`config.mk`:
```
export PLATFORM = sky130hd
export DESIGN_NAME = endian_region_swapper
export DESIGN_NICKNAME = d
export VERILOG_FILES = /design/src/rtl/region_swap_pkg.sv /design/src/rtl/region_cfg_regs.sv /design/src/rtl/region_match.sv /design/src/rtl/word_swap.sv /design/src/rtl/endian_region_swapper.sv
export SDC_FILE = /design/constraint.sdc
export NUM_CORES = 1
export LEC_CHECK = 0
export BUFFER_PORTS_ARGS = -buffer_cell sky130_fd_sc_hd__buf_2
export CAP_MARGIN = 20
export CORE_MARGIN = 2
export CORE_UTILIZATION = 37
export CTS_CLUSTER_DIAMETER = 100
export CTS_CLUSTER_SIZE = 8
export DETAILED_ROUTE_END_ITERATION = 8
export PLACE_DENSITY = 0.56
export SLEW_MARGIN = 20
export SYNTH_ARGS = -nofsm -noshare
export SYNTH_HDL_FRONTEND = slang
export SYNTH_HIERARCHICAL = 1
export SYNTH_SLANG_ARGS = --single-unit
```
`constraint.sdc`:
```
create_clock -name clk -period 3.1 [get_ports clk]
set_input_delay 0.31 -clock clk [delete_from_list [all_inputs] [get_ports clk]]
set_output_delay 0.31 -clock clk [all_outputs]
set_load 0.005 [all_outputs]
```
`src/rtl/region_swap_pkg.sv`:
```
// Shared constants, types and reset defaults for the endian region swapper.
// Assumes a 64 KB granule: base registers hold address bits above BASE_LSB.
package region_swap_pkg;

    localparam int BASE_LSB      = 16;  // 64 KB granule
    localparam int SIZE_W        = 4;   // width of the size code
    localparam int MAX_SIZE_CODE = 11;  // largest legal code (128 MB)

    // Register select on the configuration port.
    typedef enum logic [1:0] {
        SEL_BASE = 2'd0,
        SEL_SIZE = 2'd1,
        SEL_DIS  = 2'd2,
        SEL_NONE = 2'd3
    } cfg_sel_e;

    // Reset size code of a given window.
    function automatic logic [SIZE_W-1:0] default_size(input int idx);
        case (idx)
            0:       return SIZE_W'(6);
            1:       return SIZE_W'(9);
            2:       return SIZE_W'(4);
            3:       return SIZE_W'(8);
            4:       return SIZE_W'(5);
            5:       return SIZE_W'(10);
            default: return '0;
        endcase
    endfunction

endpackage

```
`src/rtl/region_cfg_regs.sv`:
```
// Per-window configuration storage: base, size code and disable flag.
// Assumes a single write port and a combinational read port. Unused bits
// read as zero and are never stored.
module region_cfg_regs
    import region_swap_pkg::*;
#(
    parameter  int NUM_REGIONS = 8,
    parameter  int ADDR_W      = 32,
    localparam int IDX_W       = $clog2(NUM_REGIONS),
    localparam int BASE_W      = ADDR_W - BASE_LSB
) (
    input  logic                  clk,
    input  logic                  rst_n,
    input  logic                  cfg_we,
    input  logic [IDX_W-1:0]      cfg_region,
    input  cfg_sel_e              cfg_sel,
    input  logic [ADDR_W-1:0]     cfg_wdata,
    output logic [ADDR_W-1:0]     cfg_rdata,
    output logic [BASE_W-1:0]     base_q [NUM_REGIONS],
    output logic [SIZE_W-1:0]     size_q [NUM_REGIONS],
    output logic [NUM_REGIONS-1:0] dis_q
);

    for (genvar g = 0; g < NUM_REGIONS; g++) begin : g_region
        logic [BASE_W-1:0] base_r;
        logic [SIZE_W-1:0] size_r;
        logic              dis_r;
        logic              hit_wr;

        assign hit_wr = cfg_we && (cfg_region == IDX_W'(g));

        // Update one window's registers on a write addressed to it.
        always_ff @(posedge clk) begin
            if (!rst_n) begin
                base_r <= '0;
                size_r <= default_size(g);
                dis_r  <= 1'b0;
            end else if (hit_wr) begin
                case (cfg_sel)
                    SEL_BASE: base_r <= cfg_wdata[ADDR_W-1:BASE_LSB];
                    SEL_SIZE: size_r <= cfg_wdata[SIZE_W-1:0];
                    SEL_DIS:  dis_r  <= cfg_wdata[0];
                    default:  ;
                endcase
            end
        end

        assign base_q[g] = base_r;
        assign size_q[g] = size_r;
        assign dis_q[g]  = dis_r;
    end

    // Return the selected register, with unused bits forced to zero.
    always_comb begin
        cfg_rdata = '0;
        case (cfg_sel)
            SEL_BASE: cfg_rdata[ADDR_W-1:BASE_LSB] = base_q[cfg_region];
            SEL_SIZE: cfg_rdata[SIZE_W-1:0]        = size_q[cfg_region];
            SEL_DIS:  cfg_rdata[0]                 = dis_q[cfg_region];
            default:  cfg_rdata = '0;
        endcase
    end

endmodule

```
`src/rtl/region_match.sv`:
```
// Address decoder: reports whether an address lies inside any enabled
// window with a legal size code. Overlapping windows are OR-reduced, so a
// hit is a single flag no matter how many windows contain the address.
module region_match
    import region_swap_pkg::*;
#(
    parameter  int NUM_REGIONS = 8,
    parameter  int ADDR_W      = 32,
    localparam int BASE_W      = ADDR_W - BASE_LSB
) (
    input  logic [ADDR_W-1:0]      addr,
    input  logic [BASE_W-1:0]      base_q [NUM_REGIONS],
    input  logic [SIZE_W-1:0]      size_q [NUM_REGIONS],
    input  logic [NUM_REGIONS-1:0] dis_q,
    output logic                   hit
);

    logic [NUM_REGIONS-1:0] region_hit;

    for (genvar g = 0; g < NUM_REGIONS; g++) begin : g_cmp
        logic [BASE_W-1:0] keep;
        logic              legal;

        // Build the mask of granule bits that must equal the base.
        always_comb begin
            for (int b = 0; b < BASE_W; b++) begin
                keep[b] = (b >= int'(size_q[g]));
            end
        end

        assign legal = (size_q[g] <= SIZE_W'(MAX_SIZE_CODE));
        assign region_hit[g] = !dis_q[g] && legal &&
            (((addr[ADDR_W-1:BASE_LSB] ^ base_q[g]) & keep) == '0);
    end

    assign hit = |region_hit;

endmodule

```
`src/rtl/word_swap.sv`:
```
// Conditional exchange of the upper and lower halves of a vector.
// Assumes an even width.
module word_swap #(
    parameter int W = 64
) (
    input  logic         swap,
    input  logic [W-1:0] din,
    output logic [W-1:0] dout
);

    assign dout = swap ? {din[W/2-1:0], din[W-1:W/2]} : din;

endmodule

```
`src/rtl/endian_region_swapper.sv`:
```
// Top: selective word swapper for a 64-bit bridge data path. Write requests
// are decoded on req_addr and read responses on dn_rsp_addr. Both paths are
// combinational, so swapped and unswapped beats have the same zero latency.
// Handshakes pass through untouched.
module endian_region_swapper
    import region_swap_pkg::*;
#(
    parameter  int NUM_REGIONS = 8,
    parameter  int ADDR_W      = 32,
    parameter  int DATA_W      = 64,
    localparam int IDX_W       = $clog2(NUM_REGIONS),
    localparam int STRB_W      = DATA_W / 8,
    localparam int BASE_W      = ADDR_W - BASE_LSB
) (
    input  logic              clk,
    input  logic              rst_n,
    input  logic              cfg_we,
    input  logic [IDX_W-1:0]  cfg_region,
    input  logic [1:0]        cfg_sel,
    input  logic [ADDR_W-1:0] cfg_wdata,
    output logic [ADDR_W-1:0] cfg_rdata,
    input  logic              req_valid,
    output logic              req_ready,
    input  logic [ADDR_W-1:0] req_addr,
    input  logic [DATA_W-1:0] req_wdata,
    input  logic [STRB_W-1:0] req_wstrb,
    output logic              dn_valid,
    input  logic              dn_ready,
    output logic [ADDR_W-1:0] dn_addr,
    output logic [DATA_W-1:0] dn_wdata,
    output logic [STRB_W-1:0] dn_wstrb,
    input  logic              dn_rsp_valid,
    output logic              dn_rsp_ready,
    input  logic [ADDR_W-1:0] dn_rsp_addr,
    input  logic [DATA_W-1:0] dn_rsp_rdata,
    output logic              up_rsp_valid,
    input  logic              up_rsp_ready,
    output logic [DATA_W-1:0] up_rsp_rdata
);

    logic [BASE_W-1:0]      base_q [NUM_REGIONS];
    logic [SIZE_W-1:0]      size_q [NUM_REGIONS];
    logic [NUM_REGIONS-1:0] dis_q;
    logic                   req_hit;
    logic                   rsp_hit;

    region_cfg_regs #(.NUM_REGIONS(NUM_REGIONS), .ADDR_W(ADDR_W)) u_regs (
        .clk        (clk),
        .rst_n      (rst_n),
        .cfg_we     (cfg_we),
        .cfg_region (cfg_region),
        .cfg_sel    (cfg_sel_e'(cfg_sel)),
        .cfg_wdata  (cfg_wdata),
        .cfg_rdata  (cfg_rdata),
        .base_q     (base_q),
        .size_q     (size_q),
        .dis_q      (dis_q)
    );

    region_match #(.NUM_REGIONS(NUM_REGIONS), .ADDR_W(ADDR_W)) u_req_match (
        .addr   (req_addr),
        .base_q (base_q),
        .size_q (size_q),
        .dis_q  (dis_q),
        .hit    (req_hit)
    );

    region_match #(.NUM_REGIONS(NUM_REGIONS), .ADDR_W(ADDR_W)) u_rsp_match (
        .addr   (dn_rsp_addr),
        .base_q (base_q),
        .size_q (size_q),
        .dis_q  (dis_q),
        .hit    (rsp_hit)
    );

    word_swap #(.W(DATA_W)) u_wdata_swap (
        .swap (req_hit), .din (req_wdata), .dout (dn_wdata)
    );

    word_swap #(.W(STRB_W)) u_wstrb_swap (
        .swap (req_hit), .din (req_wstrb), .dout (dn_wstrb)
    );

    word_swap #(.W(DATA_W)) u_rdata_swap (
        .swap (rsp_hit), .din (dn_rsp_rdata), .dout (up_rsp_rdata)
    );

    // Handshake and address pass-through.
    assign dn_valid     = req_valid;
    assign req_ready    = dn_ready;
    assign dn_addr      = req_addr;
    assign up_rsp_valid = dn_rsp_valid;
    assign dn_rsp_ready = up_rsp_ready;

endmodule

```
Word-level counts from Yosys, hierarchy flattened:

Cells that the tools add are included.

* flip-flop bits (word level): 168
* output and inout bits: 204
* logic and storage cells: 294

* magnitude comparators: 130
* equality and inequality tests: 9
* mux-type cells: 14
* bitwise gates (word level): 33
* reduce and logical (&&, ||, !) cells: 84

Operator list (number)
* bitwise AND 16 bit: 16
* logical NOT 16 bit: 16
* bitwise XOR 16 bit: 16
* >= comparator 4 bit (first input constant): 56
* >= comparator 3 x 4 -> 1 bit (first input constant): 32
* 2-to-1 mux 64 bit: 2
* >= comparator 1 x 4 -> 1 bit (first input constant): 16
* >= comparator 2 x 4 -> 1 bit (first input constant): 16
* binary-select mux 16 bit (select 3 bit): 1
* 2-to-1 mux 16 bit: 3
* AND reduction 2 bit: 24
* less-or-equal comparator 4 bit (second input constant): 8
* logical AND 1 bit: 32
* OR reduction 8 bit: 2
* binary-select mux 4 bit (select 3 bit): 1
* == test 3 bit (second input constant): 4
* logical NOT 1 bit: 8
* 2-to-1 mux 4 bit: 2
* 2-to-1 mux 8 bit: 1
* == test 3 x 2 -> 1 bit (second input constant): 2
* >= comparator 4 bit (second input constant): 1
* < comparator 3 x 4 -> 1 bit (second input constant): 1
* inverter 3 -> 4 bit: 1
* binary-select mux 1 bit (select 3 bit): 1
* other kinds (8): 8

Longest topological paths before layout:

* word-level depth: 6
* mapped depth: 10
* gate-level depth less buffers: 7

Modules after synthesis:

Netlist, hierarchy kept.

Modules (own cells, without submodules)
* region_cfg_regs: times used 1, cells each 918, area each 8196.6 µm², seq. area each 3363.2 µm²
* region_match: times used 2, cells each 325, area each 2366.0 µm², seq. area each 0.0 µm²
* word_swap (u_rdata_swap ...): times used 2, cells each 71, area each 1077.3 µm², seq. area each 0.0 µm²
* endian_region_swapper: times used 1, cells each 36, area each 270.3 µm², seq. area each 0.0 µm²
* word_swap (u_wstrb_swap): times used 1, cells each 9, area each 131.4 µm², seq. area each 0.0 µm²

Worst setup path before layout:

Ideal clock, no wire load.

* kind: register to output
* start: register u_regs.g_region[6].base_r[15]
* end: output dn_wdata[10]
* arrival time: 2339 ps
* data required time: 2790 ps
* path slack: 451 ps
* stages on the path, launching flop included: 9
* buffers on the path: 2
* path through: dfxtp_1 > xnor2_4 > nand4_1 > or4_1 > o32a_1 > nand4b_1 > buf_6 > buf_12 > mux2_4

* longest elaborated chain between the ends: 6

RTL lines
* start: declaration: line region_cfg_regs.sv:25 `logic [BASE_W-1:0] base_r;`
* start signal: assignment: line region_cfg_regs.sv:40 `SEL_BASE: base_r <= cfg_wdata[ADDR_W-1:BASE_LSB];`
* bitwise XOR 16 bit: line region_match.sv:33 `(((addr[ADDR_W-1:BASE_LSB] ^ base_q[g]) & keep) == '0);`
* bitwise AND 16 bit: line region_match.sv:33
* logical NOT 16 bit: line region_match.sv:33
* logical AND 1 bit: line region_match.sv:32 `assign region_hit[g] = !dis_q[g] && legal &&`
* OR reduction 8 bit: line region_match.sv:36 `assign hit = |region_hit;`
* net req_hit: line endian_region_swapper.sv:44 `logic req_hit;`
* 2-to-1 mux 64 bit: line word_swap.sv:11 `assign dout = swap ? {din[W/2-1:0], din[W-1:W/2]} : din;`
* end: declaration: line endian_region_swapper.sv:30 `output logic [DATA_W-1:0] dn_wdata,`

The timed path passes the listed nets, and every way through them passes these cells.

Worst setup path in the final report:

* start: register u_regs.g_region[0].size_r[0]
* end: output dn_wdata[26]

* longest elaborated chain between the ends: 6
* elaborated cells between the ends (all ways): 22
* classes of those cells: 16 x order compare; 1 x mux; 1 x bitwise; 4 x reduce/logical

RTL lines
* start: declaration: line region_cfg_regs.sv:26 `logic [SIZE_W-1:0] size_r;`
* start signal: assignment: line region_cfg_regs.sv:36 `size_r <= default_size(g);`
* start signal: assignment: line region_cfg_regs.sv:41 `SEL_SIZE: size_r <= cfg_wdata[SIZE_W-1:0];`
* >= comparator 1 x 4 -> 1 bit (tied with other cells): line region_match.sv:27 `keep[b] = (b >= int'(size_q[g]));`
* bitwise AND 16 bit: line region_match.sv:33
* logical NOT 16 bit: line region_match.sv:33
* logical AND 1 bit (*): line region_match.sv:32
* OR reduction 8 bit (*): line region_match.sv:36
* net req_hit: line endian_region_swapper.sv:44
* 2-to-1 mux 64 bit (*): line word_swap.sv:11

The timed path passes the listed nets; every way through them passes the cells marked *.

==> results.yml <==
status:
  outcome: "complete, but fails checks"
  violations: "setup timing"
timing:
  period_share: 1.13
  worst_pin_slew_ps: 1220
  finalSetupViolCount: 136
  slew_viol_final: 0
  fin_ws_ps: -418
  slew_headroom: 0.184
  hold_violations: 0
  hold_ws_ps: 159
  skew_ps: 0
  fmax_mhz: 284
  rsz0062_at_grt: "yes"
  fin_crit_ps: 3520
place:
  place.gp.congestion: 1.03
  io_buffers: 367
  dp_hpwl_um: 63900
die:
  rows: 74
  io_pins: 448
  die_area_sq_um: 43500
  die_x_um: 209
  initial_core_util: 0.377
  core_area_sq_um: 41100
  die_h_um: 209
yosys:
  synth.ff_latch_count: 168
  synthTopCellsByArea: "dfxtp_1 (22%), mux2_4 (12%), nand2_1 (8.4%)"
  synthArstFlopShare: 0
  synth_largest_area_cell: "dfxtp_1"
  synth-seq-area-share: 0.217
  yosysWarningCount: 6
  synth_edf_count: 0
  synthCells: 1755
  ys.flop_type: "dfxtp_1"
  synth_top_cell_area_share: 0.217
  syn_area_sq_um: 15500
  synth_most_common_cell: "nand2_1"
  yosysUniqueCellTypes: 66
  synth_top_cells_by_count: "nand2_1 (347), dfxtp_1 (168), xnor2_1 (146), a21boi_0 (134), mux2_4 (128)"
  avgSynthCellArea_sq_um: 8.82
worst_hold_path:
  min_path_cells: 3
  hold_path_class: "in2reg"
  hp-start: "cfg_wdata[23]"
route:
  finalWirelength_um: 79900
  drt-pass1-iter-count: 8
  wl_per_cell_um: 29.5
  vias: 15600
  drtIter0Drc: 1636
  antenna_left: 0
  drc: 0
  vias_per_cell: 5.77
critical_path:
  crit_required_ps: 2790
  path_class: "reg2out"
  start_kind: "flip-flop"
  critPathLaunch: "u_regs/g_region[0].size_r[0]$_SDFFE_PN0P_"
  crit_fanout: 7
  crit_path_end_kind: "output port"
  reg2reg_depth: 3
  worstPathArrival_ps: 3210
  worstReg2RegStart: "u_regs/g_region[7].size_r[2]$_SDFFE_PN0P_"
cts:
  clkTransAtPathRegs_ps: 80
  cts_buffers: 17
  tritoncts: "built"
  htreeDepth: 4
  cts_buffer_depth: 2
  clock-sinks: 168
  cts_root_buf: "clkbuf_16"
  insertion_delay_ps: 460
global_route:
  antenna_found_initial: 5
  grt_usage: 0.353
  grt_pass1_wl_um: 110000
  overflow: 0
  grt_max_degree: 169
  grt_pass1_vias: 14700
layout:
  fill_cells: 4035
  drive_gt1_frac: 0.399
  area_growth_pct: 28.6
  final_util: 0.485
  nNetsFinal: 2412
power_and_ir_drop:
  power_mw: 6.05
  irDropWorstVdd_uv: 365
  p_per_area_nw_per_um2: 304
  leakagePower_nw: 8.06
run:
  drv_cap: 0
==> worst paths after layout <==
kind	endpoint	slack, ps
max	dn_wdata[26]	-420
min	u_regs/g_region[0].base_r[7]$_SDFFE_PN0P_	160
max reg2reg	u_regs/g_region[7].size_r[2]$_SDFFE_PN0P_	1940
min reg2reg	u_regs/g_region[3].base_r[6]$_SDFFE_PN0P_	510
==> metal layers <==
layer  vias to the layer above  wire length, um  GRT usage
li1                       6855                -          -
met1                      7774            33700      0.471
met2                       890            35800      0.556
met3                       122             7630     0.0824
met4                         0             2840      0.130
met5                         -                0          0
==> worst max-delay path, stage by stage, from the launching register on <==
cell       delay, ps
dfxtp_4          350
buf_4            160
o211ai_1         430
a21oi_1          190
o311ai_2         340
a2bb2oi_2        190
nand4b_1         140
buf_6            180
clkbuf_16        170
buf_12           140
mux2_4           330
buf_6            120
==> layout by cell type (no fill, tap or decap), drive strengths merged, types with 14 or more instances in the layout <==
master / count
xor2: 102
nor2b: 24
buf: 577
o21ai: 35
xnor2: 154
clkbuf: 23
a22oi: 14
nand2: 347
a21boi: 156
dfxtp: 168
mux2: 138
inv: 30
mux2i: 28
nor2: 23
nand3: 50
a21oi: 72
mux4: 39
o211ai: 16
nand4: 16
==> timing repair <==
item / 4_1_cts / 5_1_grt
buffers inserted: 6 / 2
setup endpoints to repair: 136 / 136
cloned: 2 / 6
hold buffers: 0 / 0
resized for setup: 122 / 42
pin swaps: 8 / 9
==> report_power, final <==
part	switching (mW)	total [mW]	leakage, nW	internal (mW)
Clock	1.09	2.25	0.296	1.16
Sequential	0.0323	2.20	1.37	2.17
Combinational	0.824	1.60	6.40	0.779
==> cell type report <==
type	instances	area [sq um]	area share
diodes	3	7.51	0.000377
clock buffers	17	425	0.0214
clock inverters	15	183	0.00917
inverters	23	86.3	0.00433
multi-input cells	1372	10800	0.541
flip-flops and latches	168	3410	0.171
well taps	532	666	0.0334
repair buffers	583	4360	0.219
==> registers in the layout, indices dropped and copies added (netlist names) <==
name                    flops
u_regs/g_region.base_r    128
u_regs/g_region.dis_r       8
u_regs/g_region.size_r     32
==> through the flow <==
step	std cells	setup slack (ps)	TNS, ps	instance area, sq um
3_3_place_gp	2662	-305	-27130	18300
6_report	2713	-418	-50840	19900
2_1_floorplan	1766	451	0	15500
3_5_place_dp	2662	-280	-24420	18300
4_1_cts	2702	-411	-48550	19600
5_1_grt	2713	-453	-56590	19900
==> kinds of logic after synthesis <==
kind of cell,synth area share
XOR/XNOR,0.150
AND/OR/NAND/NOR,0.145
buffers and inverters,0.102
flip-flops,0.217
other,0.000242
adder cells (fa/ha/maj),0.0103
AO/OA/AOI/OAI,0.169
multiplexers,0.206
No activity file was read; power rests on OpenSTA's default activity.
